--- config.mk ---
export PLATFORM = sky130hd
export DESIGN_NAME = key_scan_encoder
export DESIGN_NICKNAME = d
export VERILOG_FILES = /design/src/rtl/kse_pkg.sv /design/src/rtl/kse_scan.sv /design/src/rtl/kse_deb.sv /design/src/rtl/kse_tx.sv /design/src/rtl/key_scan_encoder.sv
export SDC_FILE = /design/constraint.sdc
export NUM_CORES = 1
export LEC_CHECK = 0
export BUFFER_PORTS_ARGS = -buffer_cell sky130_fd_sc_hd__buf_4
export CAP_MARGIN = 15
export CELL_PAD_IN_SITES_DETAIL_PLACEMENT = 0
export CELL_PAD_IN_SITES_GLOBAL_PLACEMENT = 2
export CORE_MARGIN = 2
export CORE_UTILIZATION = 40
export CTS_BUF_LIST = sky130_fd_sc_hd__clkbuf_8
export DETAILED_ROUTE_END_ITERATION = 6
export PLACE_DENSITY = 0.94
export SLEW_MARGIN = 10
export SYNTH_ARGS = -nofsm -noshare
export SYNTH_HDL_FRONTEND = slang
export SYNTH_SLANG_ARGS = --single-unit
--- constraint.sdc ---
create_clock -name clk_i -period 3.69 [get_ports clk_i]
set_clock_uncertainty 0.2 [all_clocks]
set_input_delay 0.738 -clock clk_i [delete_from_list [all_inputs] [get_ports clk_i]]
set_output_delay 0.738 -clock clk_i [all_outputs]
set_load 0.03 [all_outputs]
--- src/rtl/kse_pkg.sv ---
package kse_pkg;
  typedef enum logic [2:0] {
    ST_IDLE,
    ST_SCANZ,
    ST_SCANX,
    ST_TX,
    ST_GAP
  } kse_state_e;

  typedef enum logic [1:0] {
    TT_NORM = 2'b00,
    TT_QUIET = 2'b01,
    TT_FAST = 2'b10,
    TT_HOLD = 2'b11
  } kse_tt_e;
endpackage

--- src/rtl/kse_scan.sv ---
module kse_scan #(
  parameter int N_DRV    = 4,
  parameter int N_X      = 4,
  parameter int N_Z      = 4,
  parameter int STEP_CYC = 4,
  parameter int KEY_W    = 4
) (
  input  logic             clk_i,
  input  logic             rst_ni,
  input  logic             clr_i,
  input  logic             en_i,
  input  logic             sel_z_i,
  input  logic [N_X-1:0]   x_ni,
  input  logic [N_Z-1:0]   z_ni,
  output logic [N_DRV-1:0] drv_no,
  output logic             done_o,
  output logic             hit_o,
  output logic [KEY_W-1:0] code_o,
  output logic             zseen_o
);
  localparam int CYC_W = $clog2(STEP_CYC);
  localparam int DRV_W = $clog2(N_DRV);
  localparam logic [CYC_W-1:0] CYC_LAST = CYC_W'(STEP_CYC - 1);
  localparam logic [DRV_W-1:0] DRV_LAST = DRV_W'(N_DRV - 1);

  logic [CYC_W-1:0] cyc_q;
  logic [DRV_W-1:0] drv_q;
  logic             found_q, zacc_q;
  logic [KEY_W-1:0] code_q;
  logic             done_q, hit_q, zseen_q;
  logic [KEY_W-1:0] res_q;

  logic             samp, last, shit, z_low;
  int               sidx, ns;
  logic [KEY_W-1:0] step_code;

  always_comb begin
    samp  = en_i && (cyc_q == CYC_LAST);
    last  = samp && (drv_q == DRV_LAST);
    z_low = |(~z_ni);
    shit  = 1'b0;
    sidx  = 0;
    // lowest sense index wins within one drive step
    if (sel_z_i) begin
      for (int s = N_Z - 1; s >= 0; s--)
        if (!z_ni[s]) begin shit = 1'b1; sidx = s; end
    end else begin
      for (int s = N_X - 1; s >= 0; s--)
        if (!x_ni[s]) begin shit = 1'b1; sidx = s; end
    end
    ns        = sel_z_i ? N_Z : N_X;
    step_code = KEY_W'(int'(drv_q) * ns + sidx);
    drv_no    = en_i ? ~(N_DRV'(1) << drv_q) : '0;
  end

  always_ff @(posedge clk_i or negedge rst_ni) begin
    if (!rst_ni) begin
      cyc_q <= '0; drv_q <= '0; found_q <= 1'b0; zacc_q <= 1'b0; code_q <= '0;
      done_q <= 1'b0; hit_q <= 1'b0; zseen_q <= 1'b0; res_q <= '0;
    end else if (clr_i || !en_i) begin
      cyc_q <= '0; drv_q <= '0; found_q <= 1'b0; zacc_q <= 1'b0; done_q <= 1'b0;
    end else begin
      done_q <= last;
      if (samp) begin
        cyc_q <= '0;
        drv_q <= last ? '0 : drv_q + 1'b1;
        if (last) begin
          found_q <= 1'b0;
          zacc_q  <= 1'b0;
          hit_q   <= found_q | shit;
          res_q   <= found_q ? code_q : step_code;
          zseen_q <= zacc_q | z_low;
        end else begin
          zacc_q <= zacc_q | z_low;
          if (!found_q && shit) begin
            found_q <= 1'b1;
            code_q  <= step_code;
          end
        end
      end else begin
        cyc_q <= cyc_q + 1'b1;
      end
    end
  end

  assign done_o  = done_q;
  assign hit_o   = hit_q;
  assign code_o  = res_q;
  assign zseen_o = zseen_q;
endmodule

--- src/rtl/kse_deb.sv ---
module kse_deb #(
  parameter int KEY_W = 4,
  parameter int DEB_N = 4,
  parameter int CNT_W = $clog2(DEB_N + 1)
) (
  input  logic             clk_i,
  input  logic             rst_ni,
  input  logic             clr_i,
  input  logic             done_i,
  input  logic             hit_i,
  input  logic [KEY_W-1:0] code_i,
  input  logic [CNT_W-1:0] need_i,
  output logic             acc_o
);
  logic [CNT_W-1:0] cnt_q, cnt_d;
  logic [KEY_W-1:0] cand_q;

  always_comb begin
    cnt_d = ((cnt_q != '0) && (code_i == cand_q)) ? cnt_q + 1'b1 : CNT_W'(1);
    acc_o = done_i && hit_i && (cnt_d >= need_i);
  end

  always_ff @(posedge clk_i or negedge rst_ni) begin
    if (!rst_ni) begin
      cnt_q  <= '0;
      cand_q <= '0;
    end else if (clr_i) begin
      cnt_q <= '0;
    end else if (done_i && hit_i) begin
      cnt_q  <= cnt_d;
      cand_q <= code_i;
    end
  end
endmodule

--- src/rtl/kse_tx.sv ---
module kse_tx #(
  parameter int FRM_W   = 11,
  parameter int BIT_CYC = 8
) (
  input  logic             clk_i,
  input  logic             rst_ni,
  input  logic             clr_i,
  input  logic             start_i,
  input  logic [FRM_W-1:0] frame_i,
  output logic             busy_o,
  output logic             done_o,
  output logic             ser_o
);
  localparam int BC_W  = $clog2(BIT_CYC);
  localparam int IDX_W = $clog2(FRM_W);
  localparam logic [BC_W-1:0]  BC_LAST  = BC_W'(BIT_CYC - 1);
  localparam logic [IDX_W-1:0] IDX_LAST = IDX_W'(FRM_W - 1);

  logic             busy_q;
  logic [BC_W-1:0]  cyc_q;
  logic [IDX_W-1:0] idx_q;
  logic [FRM_W-1:0] sh_q;

  always_ff @(posedge clk_i or negedge rst_ni) begin
    if (!rst_ni) begin
      busy_q <= 1'b0; cyc_q <= '0; idx_q <= '0; sh_q <= '0;
    end else if (clr_i) begin
      busy_q <= 1'b0; cyc_q <= '0; idx_q <= '0;
    end else if (start_i) begin
      busy_q <= 1'b1; cyc_q <= '0; idx_q <= '0; sh_q <= frame_i;
    end else if (busy_q) begin
      if (cyc_q == BC_LAST) begin
        cyc_q <= '0;
        sh_q  <= sh_q >> 1;
        if (idx_q == IDX_LAST) busy_q <= 1'b0;
        else                   idx_q  <= idx_q + 1'b1;
      end else begin
        cyc_q <= cyc_q + 1'b1;
      end
    end
  end

  assign busy_o = busy_q;
  assign done_o = busy_q && (cyc_q == BC_LAST) && (idx_q == IDX_LAST);
  assign ser_o  = busy_q & sh_q[0];
endmodule

--- src/rtl/key_scan_encoder.sv ---
module key_scan_encoder
  import kse_pkg::*;
#(
  parameter int N_DRV    = 4,
  parameter int N_X      = 4,
  parameter int N_Z      = 4,
  parameter int STEP_CYC = 4,   // >= 2
  parameter int DEB_N    = 4,
  parameter int BIT_CYC  = 8,
  parameter int GAP_CYC  = 32,
  parameter int KEY_W    = $clog2(N_DRV * ((N_X > N_Z) ? N_X : N_Z))
) (
  input  logic             clk_i,
  input  logic             rst_ni,
  input  logic [N_X-1:0]   x_ni,
  input  logic [N_Z-1:0]   z_ni,
  input  logic             ms_i,
  input  logic [1:0]       tt_i,
  output logic [N_DRV-1:0] drv_no,
  output logic [KEY_W-1:0] sys_o,
  output logic [KEY_W-1:0] cmd_o,
  output logic             ser_o
);
  localparam int FRM_W = 3 + 2 * KEY_W;
  localparam int CNT_W = $clog2(DEB_N + 1);
  localparam int GAP_W = $clog2(GAP_CYC + 1);
  localparam logic [GAP_W-1:0] GAP_LAST = GAP_W'(GAP_CYC - 1);

  kse_state_e       st_q, st_d;
  logic [KEY_W-1:0] sys_q, cmd_q;
  logic             ctrl_q, two_q;
  logic [GAP_W-1:0] gap_q;

  logic hold, quiet, fast, x_any, z_any, held;
  logic tx_start, sys_ld, cmd_ld, deb_clr, flip;
  logic scan_en, scan_done, scan_hit, scan_zseen, deb_acc;
  logic [KEY_W-1:0] scan_code;
  logic [CNT_W-1:0] need;
  logic [FRM_W-1:0] frame;
  logic tx_busy, tx_done;

  assign hold    = (tt_i == TT_HOLD);
  assign quiet   = (tt_i == TT_QUIET);
  assign fast    = (tt_i == TT_FAST);
  assign need    = fast ? CNT_W'(1) : CNT_W'(DEB_N);
  assign x_any   = |(~x_ni);
  assign z_any   = |(~z_ni);
  assign held    = two_q ? (x_any & z_any) : x_any;
  assign scan_en = (st_q == ST_SCANZ) || (st_q == ST_SCANX);
  assign frame   = {cmd_ld ? scan_code : cmd_q, sys_q, ctrl_q, 2'b11};

  kse_scan #(.N_DRV(N_DRV), .N_X(N_X), .N_Z(N_Z), .STEP_CYC(STEP_CYC), .KEY_W(KEY_W)) u_scan (
    .clk_i(clk_i), .rst_ni(rst_ni), .clr_i(hold), .en_i(scan_en),
    .sel_z_i(st_q == ST_SCANZ), .x_ni(x_ni), .z_ni(z_ni), .drv_no(drv_no),
    .done_o(scan_done), .hit_o(scan_hit), .code_o(scan_code), .zseen_o(scan_zseen)
  );

  kse_deb #(.KEY_W(KEY_W), .DEB_N(DEB_N), .CNT_W(CNT_W)) u_deb (
    .clk_i(clk_i), .rst_ni(rst_ni), .clr_i(deb_clr | hold), .done_i(scan_done),
    .hit_i(scan_hit), .code_i(scan_code), .need_i(need), .acc_o(deb_acc)
  );

  kse_tx #(.FRM_W(FRM_W), .BIT_CYC(BIT_CYC)) u_tx (
    .clk_i(clk_i), .rst_ni(rst_ni), .clr_i(hold | quiet), .start_i(tx_start),
    .frame_i(frame), .busy_o(tx_busy), .done_o(tx_done), .ser_o(ser_o)
  );

  always_comb begin
    st_d = st_q; tx_start = 1'b0; sys_ld = 1'b0; cmd_ld = 1'b0;
    deb_clr = 1'b0; flip = 1'b0;
    unique case (st_q)
      ST_IDLE: begin
        deb_clr = 1'b1;
        if (ms_i ? (x_any & z_any) : x_any) st_d = ms_i ? ST_SCANZ : ST_SCANX;
      end
      ST_SCANZ: begin
        if (scan_done && !scan_hit) begin
          st_d = ST_IDLE; deb_clr = 1'b1;
        end else if (deb_acc) begin
          sys_ld = 1'b1; deb_clr = 1'b1; st_d = ST_SCANX;
        end
      end
      ST_SCANX: begin
        if (scan_done && (!scan_hit || (two_q && !scan_zseen))) begin
          st_d = ST_IDLE; deb_clr = 1'b1;
        end else if (deb_acc) begin
          cmd_ld = 1'b1; tx_start = 1'b1; deb_clr = 1'b1; st_d = ST_TX;
        end
      end
      ST_TX: if (tx_done) st_d = ST_GAP;
      ST_GAP: begin
        if (!held) begin
          flip = 1'b1; st_d = ST_IDLE;
        end else if (gap_q == GAP_LAST) begin
          tx_start = 1'b1; st_d = ST_TX;
        end
      end
      default: st_d = ST_IDLE;
    endcase
    if (quiet) begin
      st_d = ST_IDLE; tx_start = 1'b0; sys_ld = 1'b0; cmd_ld = 1'b0; flip = 1'b0;
    end
  end

  always_ff @(posedge clk_i or negedge rst_ni) begin
    if (!rst_ni) begin
      st_q <= ST_IDLE; sys_q <= '0; cmd_q <= '0; ctrl_q <= 1'b0; two_q <= 1'b0; gap_q <= '0;
    end else if (hold) begin
      st_q <= ST_IDLE; sys_q <= '0; cmd_q <= '0; ctrl_q <= 1'b0; two_q <= 1'b0; gap_q <= '0;
    end else begin
      st_q <= st_d;
      if (st_q == ST_IDLE) two_q <= ms_i;
      if (sys_ld) sys_q <= scan_code;
      if (cmd_ld) cmd_q <= scan_code;
      if (flip)   ctrl_q <= ~ctrl_q;
      gap_q <= (st_q == ST_GAP) ? gap_q + 1'b1 : '0;
    end
  end

  assign sys_o = sys_q;
  assign cmd_o = cmd_q;
endmodule

# Word-level counts from Yosys, hierarchy flattened
# Index checks and enable logic that the tools add are counted.
dict set report classes {
  n_addsub 7
  order_cmp 1
  eq_ne 19
  shift 1
  n_mux 95
  bitwise 14
  reduce_logical 39
}
# op n
set op_table {}
lappend op_table {{$mux 3} 18}
lappend op_table {{$mux 4} 11}
lappend op_table {{$mux 1} 43}
lappend op_table {{$mux 11} 3}
lappend op_table {{$mux 2} 15}
lappend op_table {{$pmux 3 s5} 1}
lappend op_table {{$reduce_bool 2->1} 7}
lappend op_table {{$mux 6} 2}
lappend op_table {{$not 4->4} 3}
lappend op_table {{$reduce_bool 3->1} 4}
lappend op_table {{$logic_and 1x1->1} 11}
lappend op_table {{$ne 5x5->1 const B} 2}
lappend op_table {{$reduce_and 3->1} 3}
lappend op_table {{$eq 2x2->1 const B} 4}
lappend op_table {{$ne 4x4->1 const B} 2}
lappend op_table {{$reduce_or 4->1} 2}
lappend op_table {{$add 3x1->3 const B} 2}
lappend op_table {{$add 6x1->6 const B} 1}
lappend op_table {{$eq 3x2->1 const B} 2}
lappend op_table {{$eq 3x3->1 const B} 2}
lappend op_table {{$eq 6x5->1 const B} 1}
lappend op_table {{$ne 5x4->1 const B} 1}
lappend op_table {{$not 1->1} 5}
lappend op_table {{$reduce_and 5->1} 1}
lappend op_table {{other kinds (19)} 30}
dict set report totals {
  reg_bits 62
  inputBits 13
}

# Longest topological paths before layout
# Gate-level depths: netlist (run 1).
dict set report logic_depth {
  depth_word 11
  ltp_mapped 13
  mapped_depth_nobuf 12
}

# Cells and area by module
# A second synthesis (run 1) with hierarchy kept.
dict set report hier_totals {
  hier_cells 342
  area_unflattened_um2 3580.9
}
# mod n_inst cells_per_inst area_each_um2 seq_area_each_um2
set by_module_without_submodules {}
lappend by_module_without_submodules {key_scan_encoder 1 125 1149.9 475.5}
lappend by_module_without_submodules {kse_tx 1 87 1021.0 475.5}
lappend by_module_without_submodules {kse_scan 1 88 939.7 425.4}
lappend by_module_without_submodules {kse_deb 1 42 470.5 175.2}

# Worst setup path after synthesis (run 1)
# No wires, ideal clock.
dict set report synth_path {
  path_kind {flip-flop to flip-flop}
  start {register u_deb.cnt_q[0]}
  end {register u_tx.sh_q[7]}
  setup_time_ps 126
  arrival_time_ps 2984
  required_time_ps 3364
  path_slack_ps 380
  path_stages_with_launch 13
  n_path_buf 0
  period_less_slack_ps 3310
  path_cell_list {dfrtp_1 -> inv_1 -> ha_1 -> nor2b_1 -> or2_2 -> nor3_1 -> ha_1 -> nand4_1 -> or3_1 -> o21ba_2 -> nor2_1 -> mux2_2 -> a221o_1}
}
dict set report synth_between {
  elab_chain_cells 11
}
# item line
set synth_lines {}
lappend synth_lines {{start: declaration} kse_deb.sv:15} ;# logic [CNT_W-1:0] cnt_q, cnt_d;
lappend synth_lines {{start signal: assignment} kse_deb.sv:30} ;# cnt_q <= cnt_d;
lappend synth_lines {{parallel branches: the longest is 2 deep, another holds $add 3x1->3} --}
lappend synth_lines {{$mux 3 *} kse_deb.sv:19} ;# cnt_d = ((cnt_q != '0) && (code_i == cand_q)) ? cnt_q + 1'b1 : CNT_W'(1);
lappend synth_lines {{$ge 3x3->1 *} kse_deb.sv:20} ;# acc_o = done_i && hit_i && (cnt_d >= need_i);
lappend synth_lines {{$logic_and 1x1->1 *} kse_deb.sv:20}
lappend synth_lines {{$mux 1 *} key_scan_encoder.sv:86} ;# end else if (deb_acc) begin
lappend synth_lines {{$mux 1 *} key_scan_encoder.sv:84} ;# if (scan_done && (!scan_hit || (two_q && !scan_zseen))) begin
lappend synth_lines {{$pmux 1 s2 / $mux 1 (equally long branches)} key_scan_encoder.sv:71} ;# unique case (st_q)
lappend synth_lines {{$mux 1} key_scan_encoder.sv:100} ;# if (quiet) begin
lappend synth_lines {{$reduce_bool 2->1 (no line) / $mux 4 (equally long branches)} --}
lappend synth_lines {{$reduce_and 3->1 (no line) / $mux 11 (equally long branches)} --}
lappend synth_lines {{end signal: assignment} kse_tx.sv:34} ;# sh_q <= sh_q >> 1;
lappend synth_lines {{end: declaration} kse_tx.sv:22} ;# logic [FRM_W-1:0] sh_q;
# Every way passes the cells marked *.
# A chain may end at the register's enable or synchronous reset.

# Final worst setup path (run 1)
dict set report layout_path {
  start {register u_deb.cnt_q[0]}
  end {register u_tx.sh_q[8]}
}
# Same word-level chain as after synthesis.

==> results.toml, run 1 <==
[logic_synthesis]
yosys.area_share.simple_pct = 20.2
synth-seq-cells = 62
yosysWarnings = 0
synth_edf_count = 0
yosys-top-cells-area = "dfrtp_1 (46%), nor2_1 (5.3%), ha_1 (5.2%)"
yosys_most_used_dff = "dfrtp_1"
synth_top_family_by_area = "simple AND/OR/NAND/NOR gates"
syn_avg_cell_area_um2 = 9.72
syn-cell-area_um2 = 3400
yosys.area_share.adder_pct = 5.45
synth_compound_area_share_pct = 13.6
postSynthCellCount = 350
synth_top_cell_by_area = "dfrtp_1"
synth_xor_area_share_pct = 3.35
synthArstFlopShare_pct = 100
yosys.cell_types.count = 53
synth_top_area_share_pct = 45.6
seq_area_frac_synth_pct = 45.6
syn_nets = 377
synth.area.mux_share_pct = 7.17

[floorplan]
fp.dieH_um = 96.2
die_x_um = 96.2
ios = 26
dieArea_um2 = 9260
start_util_pct = 41.4
core_um2 = 8220
rows = 33

[place]
portBuffers = 25
dp_slack_ns = 0.116
place_hpwl_mm = 5.12
gp_congestion = 0.849

[drt]
wl_per_cell_um = 14.6
vias_per_cell = 5.33
routed_wl_mm = 7.11
dr.pass1.iters = 4
drtAntennaViolNets = 0
vias = 2601
dr.first_iter.drc_count = 175
drc_errors = 0

[timing]
fin_crit_ns = 3.46
setup_viol = 0
tightest_slew_ns = 0.778
relSlewSlack_pct = 48.1
setup_slack_ns = 0.229
fmax_ghz = 0.289
rsz0062_at_grt = "no"
tns_ns = 0
hold_violations = 0
final_max_slew_viol_count = 0
finalCritPeriodShare_pct = 93.8

[power_and_ir_drop]
ir_worst_vdd_mv = 0.324
clockPowerShare_pct = 32.7
internal_power_uw = 1250
powerDensity_nw_per_um2 = 467
power.switching_uw = 569
cellLeakagePower_uw = 0.00177
power_frac_comb_pct = 24.4
switching_share_pct = 31.3
seqPwrFrac_pct = 42.9

[worst_setup_path]
crit_chain = "inv_1 > ha_1 > nor2b_1 > or2_2 > nor3_2 > ha_1 > nand4_1 > or3_1 > o21ba_2 > nor2_2 > mux2_2 > a221o_1"
slowest_delay_ns = 0.38
end_kind = "flip-flop"
slowest_stage = "mux2_2"
crit_arrival_ns = 3.48
path_class = "reg2reg"
crit_fanout = 5
start_kind = "flip-flop"
cp.required_ns = 3.70
crit_top_cell = "ha_1"

[final_layout]
synthToLayoutAreaGrowth_pct = 14.4
num_antenna_cells = 0
final_util_pct = 47.3
nets = 405
drive_above_1_share_pct = 17.0
final_common_cell = "dfrtp_1"
final_cell_mix = "dfrtp_1 (62), nor2_1 (47), buf_4 (30), nand2_1 (25), inv_1 (23)"

[grt]
antenna_found_initial = 0
globalRoute.totalOverflow = 0
grt_max_degree = 63
grt_pass1_wl_mm = 12.3
grt_pass1_vias = 2536
track_usage_pct = 17.3

[clocking]
root_buffer = "clkbuf_8"
hold_buffers = 0
htreeDepth = 3
clock_latency_ns = 0.34
clk_pin_slew_worst_paths_ns = 0.06
clock_path_buffers = 2
cts_buffers = 9
clock-sinks = 62
cts_tree = "done"

[job]
maxCapViolCount = 0

[min_path]
hold_path_class = "reg2reg"

[status]
outcome = "finished, final reports clean"
==> area by class of cell <==
cell class | instances | area (um2)
multi-input cells | 254 | 1700
clock buffers | 11 | 151
clock inverters | 5 | 50.0
flip-flops and latches | 62 | 1550
fillers | 805 | 4330
inverters | 21 | 78.8
repair buffers | 30 | 225
well taps | 105 | 131
==> state kept, by name, indices dropped and copies added (netlist names), 4 cells and up <==
signal and flops:
u_deb.cand_q 4, cmd_o 4, u_scan.code_o 4, u_tx.idx_q 4
gap_q 6, sys_o 4, u_tx.sh_q 11, u_scan.code_q 4
==> cell usage after synthesis, drive strengths merged (3+ instances only) <==
cell    number
inv         21
xnor2        9
a221o        8
buf          8
nand3       12
xor2         4
nor3         8
nor4         3
nand2b       7
a21oi       19
ha          14
mux2        11
mux2i       12
nor2b        6
nand2       25
clkbuf       5
nor3b        4
o21ai       17
nand4        3
nor2        48
and2         6
dfrtp       62
==> path summary, 6_finish.rpt <==
kind,cells past startpoint,slack (ns),endpoint,from
setup reg to reg,12,0.23,u_tx.sh_q[8]$_DFFE_PN0P_,u_deb.cnt_q[0]$_DFFE_PN0P_
setup / recovery,12,0.23,u_tx.sh_q[8]$_DFFE_PN0P_,u_deb.cnt_q[0]$_DFFE_PN0P_
max in group asynchronous,1,2.49,u_scan.hit_o$_DFFE_PN0P_,rst_ni
min in group asynchronous,1,0.26,u_tx.idx_q[2]$_DFFE_PN0P_,rst_ni
hold / removal,1,0.24,u_scan.cyc_q[0]$_DFF_PN0_,u_scan.cyc_q[0]$_DFF_PN0_
hold reg to reg,1,0.24,u_scan.cyc_q[0]$_DFF_PN0_,u_scan.cyc_q[0]$_DFF_PN0_
==> power groups by stage <==
stage	Combinational, uW	Clock [uW]	Sequential (uW)
2_1_floorplan	341	0	761
3_3_place_gp	438	0	790
3_5_place_dp	443	0	792
4_1_cts	445	615	779
5_1_grt	490	649	786
6_report	444	594	779
==> cell families (layout without fill, tap and decap cells) <==
kind of cell / count (synthesis) / in the layout
muxes: 23 / 23
DFF: 62 / 62
xor gates and xnor gates: 13 / 13
and+or+nand+nor: 137 / 137
AOI/OAI and AO/OA: 66 / 66
buffers and inverters: 34 / 67
adders and majority gates: 15 / 15
==> layer usage <==
metal,vias up,track usage (%),share of wire [%]
met5,-,0,0
li1,1288,-,-
met1,1251,23.4,48
met4,0,6.31,1.1
met3,8,4.70,4.2
met2,54,26.4,46
==> timing repair <==
action	4_1_cts	5_1_grt
resized for setup	0	2
endpoints found under the hold margin	0	0
endpoints found under the setup margin	0	3
setup buffers	0	0
==> worst max-delay path: cells and delay by family, from the launching register on <==
| kind | cells | cell delay, ns |
|---|---|---|
| adder cells (fa/ha/maj) | 2 | 0.42 |
| buffers and inverters | 1 | 0.07 |
| AO/OA/AOI/OAI | 2 | 0.53 |
| AND/OR/NAND/NOR | 6 | 1.40 |
| multiplexers | 1 | 0.38 |
| flip-flops | 1 | 0.37 |
==> per-stage QoR <==
stage	instances	area, um2	hold slack (ns)	total power [uW]
floorplan	350	3400	0.219	1100
detailed placement	472	3680	0.235	1230
global placement	472	3680	0.228	1230
global route	488	3890	0.296	1920
finish	488	3890	0.245	1820
CTS	488	3880	0.246	1840
No activity file was read; power rests on OpenSTA's default activity.
==> run 2: changes to the inputs <==
- CORE_UTILIZATION: 40 -> 41
- SYNTH_HIERARCHICAL: unset -> 1
==> run 2 against run 1 <==
- flip-flop and latch count is the same
- final area rose by 4.0%
- highest routed layer unchanged
- first-iteration DRC count shrank 12%
- routed wire length decreased by 2.7%
- hold slack better by 0.0039 ns
- combinational power down 26%
- largest power group unchanged
- critical path type unchanged
- final cell count shrank 0.82%
- setup slack worse by 0.11 ns
- global-route usage decreased by 1.8 points
- fmax down 3.1%
- die area up 2.6%
==> results.toml, run 2 <==
[worst_setup_path]
crit_fanout = 4
end_kind = "flip-flop"
r2r_end = "u_tx/sh_q[8]$_DFFE_PN0P_"
crit_arrival_ns = 3.59
reg2reg_slack_ns = 0.12
r2r_cells = 14
r2r_start = "u_deb/cnt_q[0]$_DFFE_PN0P_"
path_class = "reg2reg"
cp.required_ns = 3.71
start_kind = "flip-flop"

[final_layout]
final_util_pct = 47.1
drive_above_1_share_pct = 25.8
largestRegisters = "u_tx/sh_q: 11 flops, gap_q: 6 flops"
final_cell_mix = "dfrtp_1 (61), buf_4 (38), nor2_1 (23), inv_1 (22)"
synthToLayoutAreaGrowth_pct = 13.0
largest-register = "u_tx/sh_q"
fillers = 815
design_area_um2 = 4050
num_antenna_cells = 0
final_common_cell = "dfrtp_1"
nets = 401
largest_reg_flops = 11

[grt]
grt_pass1_vias = 2417
globalRoute.totalOverflow = 0
grt_pass1_wl_mm = 11.8
antenna_found_initial = 0
track_usage_pct = 15.5
grt_max_degree = 63

[clocking]
clk_pin_slew_worst_paths_ns = 0.07
cts_tree = "done"
root_buffer = "clkbuf_8"
clock_latency_ns = 0.34
clock-sinks = 62
htreeDepth = 3
clock_path_buffers = 2
cts_buffers = 9
hold_buffers = 0

[power_and_ir_drop]
powerDensity_nw_per_um2 = 391
ir_worst_vdd_mv = 0.245
cellLeakagePower_uw = 0.00193

[logic_synthesis]
synth.area.mux_share_pct = 13.7
synth.most_common_cell = "dfrtp_1"
synthTopCellsByCount = "dfrtp_1 (62), nor2_1 (26), inv_1 (23)"
synth_xor_area_share_pct = 2.69
synth-seq-cells = 62
synth_top_family_by_area = "simple AND/OR/NAND/NOR gates"
syn-cell-area_um2 = 3580
yosys-top-cells-area = "dfrtp_1 (43%), mux2_2 (6.0%), ha_1 (5.6%)"
yosysWarnings = 6
yosys.cell_types.count = 56
synth_edf_count = 0
synth_top_area_share_pct = 43.3
synth_top_cell_by_area = "dfrtp_1"
yosys_most_used_dff = "dfrtp_1"
synthArstFlopShare_pct = 100
yosys.area_share.adder_pct = 5.87
syn_avg_cell_area_um2 = 10.5
yosys.area_share.simple_pct = 17.2
seq_area_frac_synth_pct = 43.3
postSynthCellCount = 342
synth_compound_area_share_pct = 10.3

[place]
gp_congestion = 0.814
portBuffers = 25
placed_cell_area_um2 = 3810
place_hpwl_mm = 4.94

[timing]
relSlewSlack_pct = 47.2
tns_ns = 0
fmax_ghz = 0.280
setup_viol = 0
fin_crit_ns = 3.57
finalCritPeriodShare_pct = 96.8
tightest_slew_ns = 0.792
hold_violations = 0
final_max_slew_viol_count = 0

[drt]
vias = 2480
routed_wl_mm = 6.92
wl_per_cell_um = 14.3
drc_errors = 0
dr.first_iter.drc_count = 154
drtAntennaViolNets = 0
vias_per_cell = 5.12
dr.pass1.iters = 4

[min_path]
hp-start = "u_scan/cyc_q[0]$_DFF_PN0_"
hold_path_class = "reg2reg"
min_to = "u_scan/cyc_q[0]$_DFF_PN0_"
whs_path_depth = 1

[floorplan]
core_um2 = 8590
dieArea_um2 = 9500
ios = 26
start_util_pct = 41.7
fp.dieH_um = 97.5
die_x_um = 97.5
rows = 34

[job]
maxCapViolCount = 0

[status]
outcome = "finished, final reports clean"
## run 2: changes by cell type in the layout (fill, tap and decap cells not counted), sizes merged, moves of 4 or more
cell and change:
buf +8, mux2 +20, nor2 -22, a221o -8, xnor2 -4, nand2 -6, a21oi -5
## run 2: metal layers
layer  vias up  global-route usage [%]  wire, um
li1       1242                       -         -
met1      1204                    20.4      3200
met2        24                    24.6      3410
met3        10                    4.10       200
met4         0                    5.77       106
met5         -                       0         0
## run 2: layout make-up
class,count,area (um2),share of cell area [%]
Clock buffer,11,151,3.74
Tap cell,108,135,3.34
Timing Repair Buffer,38,285,7.05
Sequential cell,62,1550,38.4
Inverter,23,86.3,2.13
Clock inverter,4,22.5,0.557
Multi-Input combinational cell,238,1810,44.8
## run 2: cells by family after synthesis
| logic type | after synthesis |
|---|---|
| compound gates | 54 |
| xor+xnor | 11 |
| fa+ha+maj | 17 |
| buf+inv | 43 |
| flops | 62 |
| mux | 42 |
| other cells | 2 |
| simple gates | 111 |
## run 2: where the power goes
group / total, uW / internal (uW) / switching [uW]
combinational: 327 / 138 / 189
sequential: 728 / 703 / 25.2
clock: 527 / 273 / 254
total: 1580 / 1110 / 468
## run 2: timing repair
action	in CTS	in global routing
setup endpoints to repair	8	7
gates resized for setup	2	6
gates cloned	0	0
pin swaps	0	6
setup buffers	0	5
## run 2: critical path, cell delays in order, from the launching register on
cell       delay, ns
dfrtp_1         0.40
inv_1           0.06
ha_2            0.18
a2111oi_4       0.37
and3_4          0.26
ha_1            0.11
nand2b_1        0.09
a21o_1          0.11
a21oi_1         0.07
nor2_2          0.18
inv_2           0.05
a2111o_1        0.50
mux2_4          0.34
mux2_2          0.26
mux2_2          0.26
## run 2: worst max-delay path by stage
stage | end | cells past startpoint | slack (ns) | start
finish | u_tx/sh_q[8]$_DFFE_PN0P_ | 14 | 0.12 | u_deb/cnt_q[0]$_DFFE_PN0P_
global route | u_tx/sh_q[8]$_DFFE_PN0P_ | 14 | -0.03 | u_deb/cnt_q[0]$_DFFE_PN0P_
CTS | u_tx/sh_q[8]$_DFFE_PN0P_ | 14 | 0.07 | u_deb/cnt_q[0]$_DFFE_PN0P_
detailed placement | u_deb/cand_q[0]$_DFFE_PN0P_ | 14 | 0.01 | u_deb/cnt_q[0]$_DFFE_PN0P_
global placement | u_deb/cand_q[2]$_DFFE_PN0P_ | 14 | 0.07 | u_deb/cnt_q[0]$_DFFE_PN0P_
floorplan | u_tx/sh_q[7]$_DFFE_PN0P_ | 13 | 0.31 | tt_i[0]
## run 2: through the flow
step	setup WS [ns]	total power [uW]	cells	hold slack, ns
3_3_place_gp	0.0699	1060	464	0.226
5_1_grt	-0.0315	1670	484	0.265
2_1_floorplan	0.313	966	343	0.215
6_report	0.117	1580	484	0.249
4_1_cts	0.0727	1610	479	0.255
3_5_place_dp	0.0117	1070	464	0.246
==> run 3: changes to the inputs <==
- CTS_BUF_LIST: sky130_fd_sc_hd__clkbuf_8 -> sky130_fd_sc_hd__clkbuf_4 sky130_fd_sc_hd__clkbuf_8
- PLACE_DENSITY: 0.94 -> unset
- PLACE_DENSITY_LB_ADDON: unset -> 0.1
==> run 3 against run 2 <==
- via count up 0.73%
- core utilization up 1.3 points
- non-clock buffer count up 7
- first-iteration DRC count down 58%
- global-route usage up 1.3 points
- register-to-register slack better by 0.05 ns
- total power up 13%
- routed wire length up 5.9%
- flip-flop and latch count unchanged
- fmax up 1.4%
- critical path type unchanged
- critical endpoint is now u_tx/sh_q[7]$_DFFE_PN0P_
- largest cell class unchanged
==> results.toml, run 3 (synthesized netlist as in run 2, its figures left out) <==
[status]
outcome = "finished, final reports clean"

[drt]
drtAntennaViolNets = 0
dr.first_iter.drc_count = 65
wl_per_cell_um = 14.9
vias_per_cell = 5.08
routed_wl_mm = 7.33
vias = 2498
dr.pass1.iters = 4
drc_errors = 0

[worst_setup_path]
end_kind = "flip-flop"
crit_arrival_ns = 3.56
slowest_stage = "dfrtp_1"
slowest_delay_ns = 0.37
crit_fanout = 4
path_buf_inv = 3
start_kind = "flip-flop"
crit_family = "compound AO/OA/AOI/OAI gates"
path_class = "reg2reg"
cp.required_ns = 3.72
crit_chain = "inv_1 > ha_1 > a2111oi_4 > and3_4 > ha_1 > nand2b_1 > a21o_1 > a21oi_2 > nor2_2 > buf_4 > inv_1 > a2111o_1 > mux2_4 > mux2_2 > mux2_2"

[final_layout]
drive_above_1_share_pct = 26.3
final_common_cell = "dfrtp_1"
largest_reg_flops = 11
num_antenna_cells = 0
final_cell_mix = "dfrtp_1 (62), buf_4 (45), nor2_1 (24), inv_1 (23)"
nets = 408
synthToLayoutAreaGrowth_pct = 16.1
largestRegisters = "u_tx/sh_q: 11 flops, gap_q: 6 flops"
largest-register = "u_tx/sh_q"
final_util_pct = 48.4

[job]
maxCapViolCount = 0

[timing]
fmax_ghz = 0.284
relSlewSlack_pct = 46.1
tightest_slew_ns = 0.806
setup_viol = 0
fin_crit_ns = 3.52
hold_violations = 0
finalCritPeriodShare_pct = 95.5
final_max_slew_viol_count = 0
whs_ns = 0.243
tns_ns = 0

[clocking]
clock_path_buffers = 2
cts_tree = "done"
root_buffer = "clkbuf_8"
cts_buffers = 9
clock_latency_ns = 0.34
clock-sinks = 62
htreeDepth = 3
clk_pin_slew_worst_paths_ns = 0.08

[power_and_ir_drop]
power.total_uw = 1800
ir_worst_vdd_mv = 0.267
powerDensity_nw_per_um2 = 432
cellLeakagePower_uw = 0.00199

[grt]
grt_pass1_wl_mm = 12.9
grt_pass1_vias = 2634
globalRoute.totalOverflow = 0
grt_max_degree = 63
antenna_found_initial = 0
track_usage_pct = 16.8

[min_path]
hold_path_class = "reg2reg"

[floorplan]
start_util_pct = 41.7
core_um2 = 8590
die_x_um = 97.5
ios = 26
fp.dieH_um = 97.5
dieArea_um2 = 9500
rows = 34

[place]
place_hpwl_mm = 5.34
portBuffers = 25
gp_congestion = 0.765
run 3: metal layers:
layer	up-vias	share of wire, %	wire length (um)	GRT usage, %
met2	32	49	3560	27.8
met3	9	2.4	174	3.09
li1	1250	-	-	-
met4	0	1.2	91	6.20
met1	1207	48	3500	22.1
met5	-	0	0	0
run 3: layout make-up:
class	count	area, um2
Clock buffer	10	131
Sequential cell	62	1550
Timing Repair Buffer	45	338
Multi-Input combinational cell	238	1800
Fill cell	828	4440
Clock inverter	6	110
Inverter	23	86.3
Tap cell	108	135
run 3: metrics by stage:
stage | instances | worst slack, ns | cell area (um2)
final | 492 | 0.165 | 4160
after global routing | 492 | -0.0179 | 4160
after CTS | 487 | 0.0432 | 4110
after detailed placement | 471 | 0.0610 | 3860
after global placement | 471 | 0.138 | 3860
after floorplan | 343 | 0.313 | 3580
run 3: final timing paths:
check | cells past startpoint | slack, ns | from | endpoint
max | 15 | 0.17 | u_deb/cnt_q[1]$_DFFE_PN0P_ | u_tx/sh_q[7]$_DFFE_PN0P_
min | 1 | 0.24 | u_scan/cyc_q[0]$_DFF_PN0_ | u_scan/cyc_q[0]$_DFF_PN0_
max reg2reg | 15 | 0.17 | u_deb/cnt_q[1]$_DFFE_PN0P_ | u_tx/sh_q[7]$_DFFE_PN0P_
min reg2reg | 1 | 0.24 | u_scan/cyc_q[0]$_DFF_PN0_ | u_scan/cyc_q[0]$_DFF_PN0_
max in group asynchronous | 1 | 2.48 | rst_ni | u_scan/done_o$_DFF_PN0_
min in group asynchronous | 1 | 0.28 | rst_ni | st_q[1]$_DFFE_PN0P_
run 3: power breakdown:
part	switching, uW	internal (uW)	leakage (uW)
Combinational	205	143	0.00102
Clock	275	455	0.000116
Sequential	14.5	703	0.000857
Total	494	1300	0.00199
run 3: worst reg2reg max path, stage by stage (launching register included):
cell       delay, ns
dfrtp_1         0.37
inv_1           0.05
ha_1            0.20
a2111oi_4       0.33
and3_4          0.25
ha_1            0.21
nand2b_1        0.14
a21o_1          0.18
a21oi_2         0.14
nor2_2          0.05
buf_4           0.13
inv_1           0.07
a2111o_1        0.24
mux2_4          0.33
mux2_2          0.26
mux2_2          0.26
run 3: repair_timing:
action,CTS,global route
gates resized for setup,0,4
setup endpoints to repair,0,17
buffers inserted,0,5
hold buffers,0,0
